`src/rtl/pll_ldr_pkg.sv`:
```
package pll_ldr_pkg;
    localparam int WORD_W  = 21;
    localparam int A_W     = 5;
    localparam int N_WORDS = 4;
    localparam int WIDX_W  = $clog2(N_WORDS);
    localparam int CHAN_W  = WORD_W - 2;

    localparam logic [WORD_W-1:0] REF_WORD   = 21'h001500;
    localparam logic [WORD_W-1:0] FUNC_WORD0 = 21'h000093;
    localparam logic [WORD_W-1:0] FUNC_WORD1 = 21'h000092;
    localparam logic [1:0]        NCTRL      = 2'b01;

    typedef enum logic [2:0] {
        ST_IDLE, ST_LOAD, ST_CLK_LO, ST_SETUP,
        ST_CLK_HI, ST_TAIL, ST_LATCH, ST_FINISH
    } ldr_state_e;
endpackage

```
`src/rtl/pll_nword.sv`:
```
module pll_nword
    import pll_ldr_pkg::*;
(
    input  logic [CHAN_W-1:0] chan,
    input  logic              go,
    output logic [WORD_W-1:0] nword
);
    localparam int B_W = CHAN_W - A_W;

    logic [A_W-1:0] a_cnt;
    logic [B_W-1:0] b_cnt;
    logic [WORD_W-1:0] raw;

    always_comb begin
        a_cnt = chan[A_W-1:0];                        // remainder by 2**A_W
        b_cnt = B_W'(chan >> A_W);                    // quotient by 2**A_W
        raw   = {b_cnt, a_cnt, NCTRL};
        nword = raw | {go, {(WORD_W-1){1'b0}}};
    end
endmodule

```
`src/rtl/pll_word_sel.sv`:
```
module pll_word_sel
    import pll_ldr_pkg::*;
(
    input  logic [WIDX_W-1:0] idx,
    input  logic [WORD_W-1:0] nword,
    output logic [WORD_W-1:0] word
);
    always_comb begin
        unique case (idx)
            2'd0: word = REF_WORD;
            2'd1: word = nword;
            2'd2: word = FUNC_WORD0;
            2'd3: word = FUNC_WORD1;
        endcase
    end
endmodule

```
`src/rtl/pll_tmr.sv`:
```
module pll_tmr #(
    parameter int CNT_W = 4
) (
    input  logic             clk,
    input  logic             rst,
    input  logic             load,
    input  logic [CNT_W-1:0] load_val,
    output logic             expired
);
    logic [CNT_W-1:0] cnt_q;

    always_ff @(posedge clk) begin
        if (rst)                cnt_q <= '0;
        else if (load)          cnt_q <= load_val;
        else if (cnt_q != '0)   cnt_q <= cnt_q - 1'b1;
    end

    assign expired = (cnt_q == '0);
endmodule

```
`src/rtl/pll_serial_loader.sv`:
```
module pll_serial_loader
    import pll_ldr_pkg::*;
#(
    parameter int SETUP_CYC = 4,
    parameter int HOLD_CYC  = 2,
    parameter int LATCH_CYC = 3
) (
    input  logic              clk,
    input  logic              rst,
    input  logic              start,
    input  logic [CHAN_W-1:0] chan,
    input  logic              go,
    output logic              ser_clk,
    output logic              ser_data,
    output logic              ser_le,
    output logic              busy,
    output logic              done
);
    localparam int MAX_CYC = (SETUP_CYC > HOLD_CYC)
                           ? ((SETUP_CYC > LATCH_CYC) ? SETUP_CYC : LATCH_CYC)
                           : ((HOLD_CYC  > LATCH_CYC) ? HOLD_CYC  : LATCH_CYC);
    localparam int CNT_W = $clog2(MAX_CYC + 1);
    localparam int BIT_W = $clog2(WORD_W);
    localparam logic [BIT_W-1:0]  LAST_BIT  = BIT_W'(WORD_W - 1);
    localparam logic [WIDX_W-1:0] LAST_WORD = WIDX_W'(N_WORDS - 1);
    localparam logic [CNT_W-1:0]  T_HOLD    = CNT_W'(HOLD_CYC - 1);
    localparam logic [CNT_W-1:0]  T_SETUP   = CNT_W'(SETUP_CYC - 1);
    localparam logic [CNT_W-1:0]  T_LATCH   = CNT_W'(LATCH_CYC - 1);

    ldr_state_e state_q, state_d;
    logic [BIT_W-1:0]  bit_q;
    logic [WIDX_W-1:0] word_q;
    logic [WORD_W-1:0] sh_q;
    logic              dat_q;
    logic [CHAN_W-1:0] chan_q;
    logic              go_q;
    logic              tmr_load, tmr_exp;
    logic [CNT_W-1:0]  tmr_val;
    logic [WORD_W-1:0] nword, cur_word;

    pll_nword u_nword (.chan(chan_q), .go(go_q), .nword(nword));

    pll_word_sel u_sel (.idx(word_q), .nword(nword), .word(cur_word));

    pll_tmr #(.CNT_W(CNT_W)) u_tmr (
        .clk(clk), .rst(rst), .load(tmr_load),
        .load_val(tmr_val), .expired(tmr_exp)
    );

    // next state and timer reload
    always_comb begin
        state_d  = state_q;
        tmr_load = 1'b0;
        tmr_val  = '0;
        unique case (state_q)
            ST_IDLE:   if (start) state_d = ST_LOAD;
            ST_LOAD: begin
                state_d  = ST_CLK_LO;
                tmr_load = 1'b1;
                tmr_val  = T_HOLD;
            end
            ST_CLK_LO: if (tmr_exp) begin
                state_d  = ST_SETUP;
                tmr_load = 1'b1;
                tmr_val  = T_SETUP;
            end
            ST_SETUP: if (tmr_exp) begin
                state_d  = ST_CLK_HI;
                tmr_load = 1'b1;
                tmr_val  = T_HOLD;
            end
            ST_CLK_HI: if (tmr_exp) begin
                state_d  = (bit_q == LAST_BIT) ? ST_TAIL : ST_CLK_LO;
                tmr_load = 1'b1;
                tmr_val  = T_HOLD;
            end
            ST_TAIL: if (tmr_exp) begin
                state_d  = ST_LATCH;
                tmr_load = 1'b1;
                tmr_val  = T_LATCH;
            end
            ST_LATCH: if (tmr_exp)
                state_d = (word_q == LAST_WORD) ? ST_FINISH : ST_LOAD;
            ST_FINISH: state_d = ST_IDLE;
        endcase
    end

    // state register
    always_ff @(posedge clk) begin
        if (rst) state_q <= ST_IDLE;
        else     state_q <= state_d;
    end

    // datapath registers
    always_ff @(posedge clk) begin
        if (rst) begin
            bit_q  <= '0;
            word_q <= '0;
            sh_q   <= '0;
            dat_q  <= 1'b0;
            chan_q <= '0;
            go_q   <= 1'b0;
        end else begin
            unique case (state_q)
                ST_IDLE: if (start) begin
                    chan_q <= chan;
                    go_q   <= go;
                    word_q <= '0;
                    dat_q  <= 1'b0;
                end
                ST_LOAD: begin
                    sh_q  <= cur_word;
                    bit_q <= '0;
                end
                ST_CLK_LO: if (tmr_exp) begin
                    dat_q <= sh_q[WORD_W-1];
                    sh_q  <= sh_q << 1;
                end
                ST_CLK_HI: if (tmr_exp && bit_q != LAST_BIT)
                    bit_q <= bit_q + 1'b1;
                ST_LATCH: if (tmr_exp && word_q != LAST_WORD) begin
                    word_q <= word_q + 1'b1;
                    dat_q  <= 1'b0;
                end
                ST_SETUP, ST_TAIL, ST_FINISH: ;
            endcase
        end
    end

    // outputs
    always_comb begin
        ser_clk  = (state_q == ST_CLK_HI);
        ser_le   = (state_q == ST_LATCH);
        ser_data = dat_q;
        busy     = (state_q != ST_IDLE) && (state_q != ST_FINISH);
        done     = (state_q == ST_FINISH);
    end
endmodule

```
`config.mk`:
```
export PLATFORM = sky130hd
export DESIGN_NAME = pll_serial_loader
export DESIGN_NICKNAME = d
export VERILOG_FILES = /design/src/rtl/pll_ldr_pkg.sv /design/src/rtl/pll_nword.sv /design/src/rtl/pll_word_sel.sv /design/src/rtl/pll_tmr.sv /design/src/rtl/pll_serial_loader.sv
export SDC_FILE = /design/constraint.sdc
export NUM_CORES = 1
export LEC_CHECK = 0
export BUFFER_PORTS_ARGS = -buffer_cell sky130_fd_sc_hd__buf_4
export CAP_MARGIN = 10
export CORE_ASPECT_RATIO = 0.7
export CORE_MARGIN = 5
export CORE_UTILIZATION = 39
export CTS_CLUSTER_DIAMETER = 60
export CTS_CLUSTER_SIZE = 30
export DETAILED_ROUTE_END_ITERATION = 12
export MAX_ROUTING_LAYER = met4
export PLACE_DENSITY = 0.57
export SYNTH_ARGS = -nofsm -noshare
export SYNTH_HDL_FRONTEND = slang
export SYNTH_HIERARCHICAL = 1
export SYNTH_SLANG_ARGS = --single-unit
```
`constraint.sdc`:
```
create_clock -name clk -period 2.85 [get_ports clk]
set_input_delay 0.4275 -clock clk [delete_from_list [all_inputs] [get_ports clk]]
set_output_delay 0.4275 -clock clk [all_outputs]
set_load 0.05 [all_outputs]
```
==> results.md, run 1 <==
* Status: completed
* CP Capture Type: flop
* Tmin final at 2.30 ns
* Antenna violations before repair at 0
* Kind of critical path: flop to flop
* DR vias at 2286
* Max Cap Viol at 0
* CP arrival at between 2 and 3 ns
* Syn_area_per_cell at around 8.4 µm²
* Grt total ovfl at 0
* Post-CTS Hold Buffers at 0
* Post_cts resized at 0
* P_leak at 1.20 nW
* Antenna cells at 0
* Synth Instances at roughly 360
* Bufs on Longest Clock Path at 2
* Util after Layout at 42.8%
* Post-synth EDFFs at 0
* Worst reg-to-reg path cell count at 8
* Port Buffers at 27
* M2 GR Usage at 18.9%
* Final ANT Viol Nets at 0
* Met1 usage at 19.8%
* Power per cell area at 613 nW/µm²
* TritonCTS Buffers at 5
* Clock sink count at 55
* Netlist Area Pre-Place at 3020 µm²
* Worst skew pair latency at 0.30 ns
* Final wirelength at approximately 6100 µm
* First-pass GRT wire length at 10400 µm
* Clk pin slew, worst setup/hold paths at approximately 0.10 ns
* CTS root buffer: clkbuf_8
* Io pins at 28
* Maximum vdd drop at 0.193 mV
* Initial Util at between 40% and 50%
* DR iter-0 viols at 137
* Worst-Margin Slew at 0.714 ns
* HPWL Detailed at roughly 4100 µm
* Via-to-Cell Ratio at 5.06
* Layout Nets at 384
* Synth Flop Type: dfxtp_1
* Flops & latches, synth at 55
* Hold Path Sink: chan_q[8]
* Layout cell share with drive strength beyond 1 at 17.8%
* CORE AREA at 7420 µm²
* Die X at 115 µm
* Hold Crit Depth at 3
* WP data required at slightly above 3 ns
* Critical Path Start Type: flop
* Row cnt at 26
* Async set-or-reset flop fraction in the synthesized netlist at 0%
* Synth warnings at 6
* DRT Pass-1 Iters at 4
* All-Layer GR Usage at between 10% and 20%
* Unrepaired setup endpoints after global routing: no
* Final setup viols at 0
* Worst Hold Class: input port to flop
* Critical Path Fanout Max at 11
* Hold_sp: chan[8]
* Largest net degree at the start of global routing at 55
* Htree depth at 2
* Achievable frequency at 435 MHz
* Area of the die at 9630 µm²
* Grt met3 use at 2.32%
* DR WL/cell at roughly 13 µm
* CTS tree: built
* Worst R2R Setup Slack at approximately 0.55 ns
* GRT Max-Usage Layer: met1
* Fin. Hold Viols at 0
* Rel. slew slack at 51.9%
* Final Cycle Share at 80.7%
* Fin Clk Skew at 0.00382 ns
* Vias in the first global route at 2100
* Commonest non-fill, non-tap cells in the layout: 55 x dfxtp_1, 48 x nand2_1, 32 x nor2_1, 32 x a21oi_1, 32 x buf_4
* DRC Markers at 0
* Worst R2R End: u_tmr/cnt_q[0]
* Synth Net Count at 390
* Setup TNS Final at 0 ns
* Chip Height at approximately 84 µm
* Area Overhead vs Synth at 5.14%
* Hold Slack at 0.357 ns
* Setup bufs post-CTS at 0
* Final RePlAce weighted congestion at 0.894
* Post-DP Area at 3090 µm²
* Finished Cell Area at 3170 µm²
* Netlist cell types at 50
* Seq/Total Area, Yosys at 36.5%
* Worst R2R Start: u_tmr/cnt_q[0]
* Commonest non-fill, non-tap cell in the layout: dfxtp_1
* Slew Limit Fails at 0
-- worst max-delay path, cell delays in order, from the launching register on --
cell and delay [ns]:
dfxtp_1 0.33, inv_1 0.08, ha_1 0.19, nand2b_1 0.11, inv_1 0.26, inv_1 0.14
o21ai_0 0.59, nor2b_1 0.10, a2111oi_1 0.39
-- worst max-delay path by stage --
stage | cells past startpoint | slack [ns] | endpoint | from
final | 8 | 0.55 | u_tmr/cnt_q[0] | u_tmr/cnt_q[0]
after global routing | 8 | 0.16 | u_tmr/cnt_q[0] | u_tmr/cnt_q[0]
after CTS | 8 | 0.55 | u_tmr/cnt_q[0] | u_tmr/cnt_q[0]
after detailed placement | 8 | 0.58 | u_tmr/cnt_q[0] | u_tmr/cnt_q[0]
after global placement | 8 | 0.68 | u_tmr/cnt_q[0] | u_tmr/cnt_q[0]
after floorplan | 4 | 0.53 | busy | state_q[2]
-- layer usage --
| layer | wire length, µm | vias to the layer above |
|---|---|---|
| met2 | 2470 | 36 |
| met1 | 3310 | 1054 |
| met4 | 59 | 0 |
| met3 | 202 | 6 |
| met5 | 0 | - |
| li1 | - | 1190 |
-- sequential cells by signal, summed over array words and instances, names as in the netlist --
name         flops
u_tmr/cnt_q      3
bit_q            5
go_q             1
sh_q            21
ser_data         1
state_q          3
word_q           2
chan_q          19
-- cells by family after synthesis --
kind of cell,after synthesis,share of synthesized area (%)
other cells,3,0.373
compound gates,75,16.3
simple gates,134,23.0
mux,24,8.00
xor+xnor,3,0.870
fa+ha+maj,8,3.32
buf+inv,57,11.6
flops,55,36.5
-- final cells by class --
cell class	count	area, µm²
clock buffers	5	68.8
clock inverters	3	18.8
fillers	766	4240
inverters	12	47.5
multi-input cells	247	1580
flip-flops and latches	55	1100
well taps	98	123
repair buffers	32	240
-- power by group --
group          internal, W  total [W]  switching, W
Sequential        0.000875   0.000949     0.0000733
Combinational     0.000229   0.000563      0.000334
Clock             0.000174   0.000434      0.000260
Total              0.00128    0.00195      0.000667
-- cells in the mapped netlist, types with 9 or more instances --
cell type / n / share of area (%)
buf_2: 9 / 1.5
inv_1: 10 / 1.2
nor2_1: 32 / 4.0
a21oi_1: 32 / 5.3
mux2i_1: 23 / 7.6
and2_2: 11 / 2.7
buf_4: 23 / 5.7
a211oi_1: 20 / 5.0
dfxtp_1: 55 / 36
nand2_1: 48 / 6.0
-- metrics by stage --
step / power, W / setup WS [ns] / std cells
floorplan: 0.00144 / 0.531 / 359
global placement: 0.00151 / 0.684 / 444
detailed placement: 0.00153 / 0.579 / 444
CTS: 0.00197 / 0.547 / 452
global route: 0.00210 / 0.156 / 452
finish: 0.00195 / 0.549 / 452
No activity file was read; power rests on OpenSTA's default activity.
==> run 2: changes to the inputs <==
--- a/config.mk
+++ b/config.mk
@@ -5,6 +5,7 @@
 export SDC_FILE = /design/constraint.sdc
 export NUM_CORES = 1
 export LEC_CHECK = 0
+export ABC_AREA = 1
 export BUFFER_PORTS_ARGS = -buffer_cell sky130_fd_sc_hd__buf_4
 export CAP_MARGIN = 10
 export CORE_ASPECT_RATIO = 0.7
==> constraint.sdc (replaced) <==
create_clock -name clk -period 2.4 [get_ports clk]
set_input_delay 0.36 -clock clk [delete_from_list [all_inputs] [get_ports clk]]
set_output_delay 0.36 -clock clk [all_outputs]
set_load 0.05 [all_outputs]
==> results.md, run 2 <==
* Status: completed (unchanged)
* Setup TNS Final at 0 ns (unchanged)
* Seq/Total Area, Yosys at 34.9% (was 36.5%)
* Util after Layout at 43.6% (was 42.8%)
* Commonest non-fill, non-tap cells in the layout: 153 x nand2_1, 74 x nor2_1, 55 x dfxtp_1, 37 x inv_1, 34 x buf_4 (was 55 x dfxtp_1, 48 x nand2_1, 32 x nor2_1, 32 x a21oi_1, 32 x buf_4)
* Synth Instances at 484 (was 359)
* First-pass GRT wire length at 11800 µm (was 10400 µm)
* Synth top area cells: dfxtp_1 35%, nand2_1 18%, nor2_1 8.8% (was dfxtp_1 36%, mux2i_1 7.6%, nand2_1 6.0%)
* DRC Markers at 0 (unchanged)
* CTS tree: built (unchanged)
* Max Cap Viol at 0 (unchanged)
* Most flop-heavy register: sh_q (unchanged)
* Layout Nets at 516 (was 384)
* CP arrival at 2.19 ns (was 2.50 ns)
* Layout cell share with drive strength beyond 1 at 15.2% (was 17.8%)
* Synth warnings at 6 (unchanged)
* Mux cell area share after synthesis at 0% (was 8.00%)
* CP Depth at 9 (was 8)
* Flops & latches, synth at 55 (unchanged)
* CP max stage delay at 0.46 ns (was 0.59 ns)
* Final wirelength at 6730 µm (was 6050 µm)
* CP Capture Type: flop (unchanged)
* Final ANT Viol Nets at 0 (unchanged)
* Die X at 118 µm (was 115 µm)
* Most frequent cells after synthesis: 153 x nand2_1, 74 x nor2_1, 55 x dfxtp_1 (was 55 x dfxtp_1, 48 x nand2_1, 32 x a21oi_1, 32 x nor2_1)
* HPWL Detailed at 4600 µm (was 4110 µm)
* Htree depth at 2 (unchanged)
* Setup bufs post-CTS at 0 (unchanged)
* Maximum vdd drop at 0.356 mV (was 0.193 mV)
* Tmin final at 2.00 ns (was 2.30 ns)
* Max reg flops at 21 (unchanged)
* M2 GR Usage at 20.0% (was 18.9%)
* DRT Pass-1 Iters at 4 (unchanged)
* Antenna violations before repair at 0 (unchanged)
* WP data required at 2.59 ns (was 3.05 ns)
* DR WL/cell at 11.5 µm (was 13.4 µm)
* Critical Path Fanout Max at 21 (was 11)
* Slew Limit Fails at 0 (unchanged)
* Layout fillers at 859 (was 766)
* Worst R2R End: sh_q[4] (was u_tmr/cnt_q[0])
* Via-to-Cell Ratio at 4.56 (was 5.06)
* All-Layer GR Usage at 14.2% (was 13.5%)
* Vias in the first global route at 2505 (was 2100)
* WP buf/inv at 4 (was 3)
* Area of the die at 10000 µm² (was 9630 µm²)
* Top-count cell post-synth: nand2_1 (was dfxtp_1)
* Finished Cell Area at 3430 µm² (was 3170 µm²)
* Grt total ovfl at 0 (unchanged)
* Post-DP Area at 3250 µm² (was 3090 µm²)
* Area leader, netlist: dfxtp_1 (unchanged)
* Worst Setup SP: u_tmr/cnt_q[0] (unchanged)
* Hold Slack at 0.317 ns (was 0.357 ns)
* Commonest non-fill, non-tap cell in the layout: nand2_1 (was dfxtp_1)
* Biggest regs: sh_q x21, chan_q x19, bit_q x5 (unchanged)
* Top delay family on crit path: buffers and inverters (was compound AO/OA/AOI/OAI gates)
* Syn_area_per_cell at 6.52 µm² (was 8.41 µm²)
* Worst-Margin Slew at 0.654 ns (was 0.714 ns)
* Simple-gate area share of the yosys netlist at 36.1% (was 23.0%)
* Post-synth EDFFs at 0 (unchanged)
* DR iter-0 viols at 146 (was 137)
* Synth Area in XOR/XNOR at 0.277% (was 0.870%)
* Bufs on Longest Clock Path at 2 (unchanged)
* TritonCTS Buffers at 5 (unchanged)
* Port Buffers at 27 (unchanged)
* CORE AREA at 7870 µm² (was 7420 µm²)
* Slowest-stage cell, CP: o21ai_4 (was o21ai_0)
* CTS root buffer: clkbuf_16 (was clkbuf_8)
* Kind of critical path: flop to flop (unchanged)
* Grt met3 use at 2.66% (was 2.32%)
* Async set-or-reset flop fraction in the synthesized netlist at 0% (unchanged)
* Worst reg-to-reg path cell count at 9 (was 8)
* GRT Max-Usage Layer: met1 (unchanged)
* Worst Hold Class: input port to flop (unchanged)
* Critical Path Start Type: flop (unchanged)
* Met1 usage at 20.8% (was 19.8%)
* Netlist Area Pre-Place at 3160 µm² (was 3020 µm²)
* Main combinational cell family by area after synthesis: simple AND/OR/NAND/NOR gates (unchanged)
* Area Overhead vs Synth at 8.60% (was 5.14%)
* Rel. slew slack at 56.3% (was 51.9%)
* Chip Height at 85.3 µm (was 83.6 µm)
* Clk pin slew, worst setup/hold paths at 0.07 ns (was 0.10 ns)
* Power per cell area at 832 nW/µm² (was 613 nW/µm²)
* Initial Util at 40.1% (was 40.7%)
* Final RePlAce weighted congestion at 0.779 (was 0.894)
* Synth Flop Type: dfxtp_1 (unchanged)
* P_leak at 1.58 nW (was 1.20 nW)
* Worst R2R Start: u_tmr/cnt_q[0] (unchanged)
* Final setup viols at 0 (unchanged)
* Netlist cell types at 29 (was 50)
* Clock sink count at 55 (unchanged)
* Synth Net Count at 515 (was 390)
* Antenna cells at 0 (unchanged)
* Worst path cell trace: inv_1 > ha_1 > inv_1 > nor2_1 > inv_1 > o21ai_4 > inv_2 > nor2_1 > nor2_1 (was inv_1 > ha_1 > nand2b_1 > inv_1 > inv_1 > o21ai_0 > nor2b_1 > a2111oi_1)
* Fin. Hold Viols at 0 (unchanged)
* Unrepaired setup endpoints after global routing: no (unchanged)
* Worst skew pair latency at 0.29 ns (was 0.30 ns)
* Final Cycle Share at 83.5% (was 80.7%)
* Row cnt at 27 (was 26)
* Achievable frequency at 499 MHz (was 435 MHz)
* Largest net degree at the start of global routing at 33 (was 55)
* Post-synthesis compound-gate area fraction at 10.5% (was 16.3%)
* Worst R2R Setup Slack at 0.40 ns (was 0.55 ns)
* Fin Clk Skew at 0.00821 ns (was 0.00382 ns)
* Synth Area in Adders at 3.17% (was 3.32%)
* Post-synth top area share at 34.9% (was 36.5%)
* Non-Filler Instances at 587 (was 452)
* CP Capture Point: sh_q[4] (was u_tmr/cnt_q[0])
* Cells after DPL at 579 (was 444)
* DR vias at 2677 (was 2286)
* Io pins at 28 (unchanged)
[run 2: cell count changes after synthesis, sizes merged, moves of 4 or more]
cell / change
inv: +34
nor2: +56
and2: -15
o21ai: +20
nand3: +12
a311oi: -5
mux2i: -23
nor3: -4
nand2: +109
a211oi: -20
nor2b: -8
[run 2: stage by stage]
step           power (W)  worst slack, ns
2_1_floorplan    0.00188            0.442
3_3_place_gp     0.00201            0.218
3_5_place_dp     0.00202            0.179
4_1_cts          0.00286            0.177
5_1_grt          0.00306            0.141
6_report         0.00285            0.395
[run 2: cell type report]
class                   instances  area (µm²)  share of cell area, %
well taps                     101         126                   3.69
multi-input cells             344        1600                   46.7
clock buffers                   5         125                   3.65
inverters                      45         171                   5.00
flip-flops and latches         55        1100                   32.1
repair buffers                 34         255                   7.45
clock inverters                 3        47.5                   1.39
[run 2: power by group]
| part | total (W) | leakage [nW] | internal [W] | switching, W |
|---|---|---|---|---|
| clock | 0.000837 | 0.0844 | 0.000498 | 0.000339 |
| combinational | 0.000843 | 1.05 | 0.000291 | 0.000552 |
| sequential | 0.00117 | 0.452 | 0.00107 | 0.000101 |
[run 2: worst register-to-register path: cells and delay by family (launching register included)]
kind,cells,cell delay [ns]
buf+inv,4,0.54
fa+ha+maj,1,0.21
flops,1,0.32
compound gates,1,0.46
simple gates,3,0.37
[run 2: worst min-delay path by stage]
stage / slack (ns) / depth (start not counted) / startpoint / to
after detailed placement: 0.46 / 2 / chan_q[17] / chan_q[17]
after global routing: 0.32 / 3 / chan[11] / chan_q[11]
final: 0.32 / 3 / chan[14] / chan_q[14]
after floorplan: 0.42 / 1 / rst / u_tmr/cnt_q[0]
after global placement: 0.45 / 2 / chan_q[1] / chan_q[1]
after CTS: 0.31 / 3 / chan[11] / chan_q[11]
[run 2: cells by family (layout without fill, tap and decap cells)]
kind of cell | after synthesis | after routing
flip-flops | 55 | 55
other | 3 | 3
buffers and inverters | 85 | 87
adder cells (fa/ha/maj) | 8 | 8
XOR/XNOR | 1 | 1
AND/OR/NAND/NOR | 269 | 269
AO/OA/AOI/OAI | 63 | 63
[run 2: layer usage]
layer  wire, µm  vias to the layer above
met5          0                        -
met4         42                        0
met3        197                        2
met2       2730                       37
met1       3760                     1173
li1           -                     1465
[run 2: what timing repair did]
action                     CTS  global route
hold buffers                 0             0
setup endpoints to repair    0            21
gates resized for setup      0             1
==> run 3: changes to the inputs <==
==> constraint.sdc (replaced) <==
create_clock -name clk -period 2.07 [get_ports clk]
set_input_delay 0.3105 -clock clk [delete_from_list [all_inputs] [get_ports clk]]
set_output_delay 0.3105 -clock clk [all_outputs]
set_load 0.05 [all_outputs]
==> results.md, run 3 (synthesis gave the netlist of run 2 again) <==
* Status: completed (unchanged)
* Slowest-stage cell, CP: dfxtp_1 (was o21ai_4)
* DR WL/cell at 11.5 µm (about the same)
* DRC Markers at 0 (unchanged)
* Worst R2R End: sh_q[3] (was sh_q[4])
* Unrepaired setup endpoints after global routing: no (unchanged)
* NetSw at 0.00116 W (was 0.000992 W)
* CTS root buffer: clkbuf_16 (unchanged)
* Via-to-Cell Ratio at 4.57 (was 4.56)
* Hold Slack at 0.260 ns (was 0.317 ns)
* Final wirelength at 6800 µm (was 6730 µm)
* Setup bufs post-CTS at 0 (unchanged)
* Critical Path Fanout Max at 7 (was 21)
* Met1 usage at 20.8% (about the same)
* Final setup viols at 0 (unchanged)
* Hold_sp: chan[0] (was chan[14])
* Row cnt at 27 (unchanged)
* Max Cap Viol at 0 (unchanged)
* Initial Util at 40.1% (unchanged)
* Non-Filler Instances at 589 (was 587)
* Hold Crit Depth at 3 (unchanged)
* Final RePlAce weighted congestion at 0.819 (was 0.779)
* Grt total ovfl at 0 (unchanged)
* Achievable frequency at 532 MHz
* Rel. slew slack at 58.7% (was 56.3%)
* CP arrival at 1.57 ns (was 2.19 ns)
* Vias in the first global route at 2520 (was 2505)
* Fin Clk Skew at 0.00967 ns (was 0.00821 ns)
* Biggest regs: sh_q x21, chan_q x19, bit_q x5 (unchanged)
* Die X at 118 µm (unchanged)
* CORE AREA at 7870 µm² (unchanged)
* Htree depth at 2 (unchanged)
* Kind of critical path: flop to primary output (was flop to flop)
* Final worst slack at 0.190 ns (was 0.395 ns)
* Worst R2R Setup Slack at 0.29 ns (was 0.40 ns)
* Bufs on Longest Clock Path at 2 (unchanged)
* Area Overhead vs Synth at 8.48% (was 8.60%)
* Internal power at 0.00205 W (was 0.00186 W)
* Port Buffers at 27 (unchanged)
* All-Layer GR Usage at 14.7% (was 14.2%)
* Power per cell area at 939 nW/µm² (was 832 nW/µm²)
* Max reg flops at 21 (unchanged)
* GRT Max-Usage Layer: met2 (was met1)
* Most flop-heavy register: sh_q (unchanged)
* Most frequent cell on the critical path: buf_4
* Area of the die at 10000 µm² (unchanged)
* Worst Hold Class: input port to flop (unchanged)
* Worst skew pair latency at 0.30 ns (was 0.29 ns)
* Maximum vdd drop at 0.635 mV (was 0.356 mV)
* Clk pin slew, worst setup/hold paths at 0.08 ns (was 0.07 ns)
* CP max stage delay at 0.50 ns (was 0.46 ns)
* Multi-input logic area at 1590 µm² (was 1600 µm²)
* Pwr Total at 0.00322 W (was 0.00285 W)
* Sw Ratio at 36.2% (was 34.8%)
* Post-CTS Hold Buffers at 0 (unchanged)
* Cells after DPL at 582 (was 579)
* Final Cycle Share at between 90% and 100%
* Sequential share of power at 42.2% (was 41.1%)
* Antenna cells at 0 (unchanged)
* Grt met3 use at 3.66% (was 2.66%)
* Layout cell share with drive strength beyond 1 at 15.6% (was 15.2%)
* Critical Path Start Type: flop (unchanged)
* DR iter-0 viols at 175 (was 146)
* TritonCTS Buffers at 5 (unchanged)
* Hold Path Sink: chan_q[0] (was chan_q[14])
* CP Capture Type: primary output (was flop)
* DRT Pass-1 Iters at 4 (unchanged)
* M2 GR Usage at 20.9% (was 20.0%)
* HPWL Detailed at 4800 µm (was 4600 µm)
* Largest net degree at the start of global routing at 33 (unchanged)
* Layout fillers at 835 (was 859)
* Register Area at 1100 µm² (unchanged)
* Post_cts resized at 0 (unchanged)
* Setup WS pre-CTS at 0.297 ns (was 0.179 ns)
* P_leak at 1.58 nW (about the same)
* Layout Nets at 519 (was 516)
* Gate power share at 31.2% (was 29.6%)
* WP data required at 1.76 ns (was 2.59 ns)
* Worst R2R Start: u_tmr/cnt_q[0] (unchanged)
* DR vias at 2693 (was 2677)
* Slew Limit Fails at 0 (unchanged)
* Clock group share of total power at 26.6% (was 29.4%)
* First-pass GRT wire length at 11900 µm (was 11800 µm)
* Worst reg-to-reg path cell count at 9 (unchanged)
* Antenna violations before repair at 0 (unchanged)
* Worst path cell trace: buf_4 > nand3_2 > inv_1 > buf_4 (was inv_1 > ha_1 > inv_1 > nor2_1 > inv_1 > o21ai_4 > inv_2 > nor2_1 > nor2_1)
* Worst-Margin Slew at 0.618 ns (was 0.654 ns)
* Io pins at 28 (unchanged)
* Commonest non-fill, non-tap cells in the layout: 153 x nand2_1, 74 x nor2_1, 55 x dfxtp_1, 37 x inv_1, 36 x buf_4 (was 153 x nand2_1, 74 x nor2_1, 55 x dfxtp_1, 37 x inv_1, 34 x buf_4)
* Setup TNS Final at 0 ns (unchanged)
* Tmin final at 1.88 ns
* Clock sink count at 55 (unchanged)
* Commonest non-fill, non-tap cell in the layout: nand2_1 (unchanged)
* Chip Height at 85.3 µm (unchanged)
* Fin. Hold Viols at 0 (unchanged)
* Final ANT Viol Nets at 0 (unchanged)
* CTS tree: built (unchanged)
[run 3: cell count changes in the layout (fill, tap and decap cells not counted), sizes merged]
| cell | previous run | this run |
|---|---|---|
| clkinvlp | 0 | 1 |
| clkinv | 1 | 0 |
| buf | 34 | 37 |
| bufinv | 1 | 0 |
[run 3: stage by stage]
| step | instance area, µm² | util [%] |
|---|---|---|
| finish | 3420 | 43.5 |
| detailed placement | 3280 | 41.7 |
| CTS | 3420 | 43.5 |
| global route | 3420 | 43.5 |
| global placement | 3280 | 41.7 |
| floorplan | 3160 | - |
[run 3: worst max path at each step]
stage | startpoint | to | slack (ns) | depth (start not counted)
2_1_floorplan | state_q[1] | busy | 0.16 | 4
3_3_place_gp | u_tmr/cnt_q[1] | sh_q[3] | 0.36 | 9
3_5_place_dp | u_tmr/cnt_q[0] | sh_q[13] | 0.30 | 9
4_1_cts | state_q[2] | ser_le | 0.17 | 4
5_1_grt | u_tmr/cnt_q[0] | sh_q[7] | 0.08 | 9
6_report | state_q[2] | ser_le | 0.19 | 4
[run 3: area by class of cell]
type / count / area share, %
Inverter: 45 / 5.01
Tap cell: 101 / 3.69
Clock buffer: 5 / 3.65
Multi-Input combinational cell: 344 / 46.5
Sequential cell: 55 / 32.2
Timing Repair Buffer: 37 / 8.48
Clock inverter: 2 / 0.475
[run 3: worst max-delay path, delay by kind of cell (launching register included)]
family	cells	cell delay, ns
buffers and inverters	3	0.63
DFF	1	0.50
and+or+nand+nor	1	0.14
[run 3: routing by layer]
metal  vias to the layer above  wire [µm]
met1                      1181       3740
met2                        38       2750
met5                         -          0
li1                       1468          -
met4                         0         75
met3                         6        228
[run 3: power by group through the flow]
stage               sequential, W  combinational [W]  clock (W)
detailed placement        0.00138            0.00101          0
CTS                       0.00135            0.00101   0.000889
global route              0.00138            0.00116   0.000928
floorplan                 0.00136           0.000816          0
finish                    0.00136            0.00100   0.000856
global placement          0.00137           0.000990          0
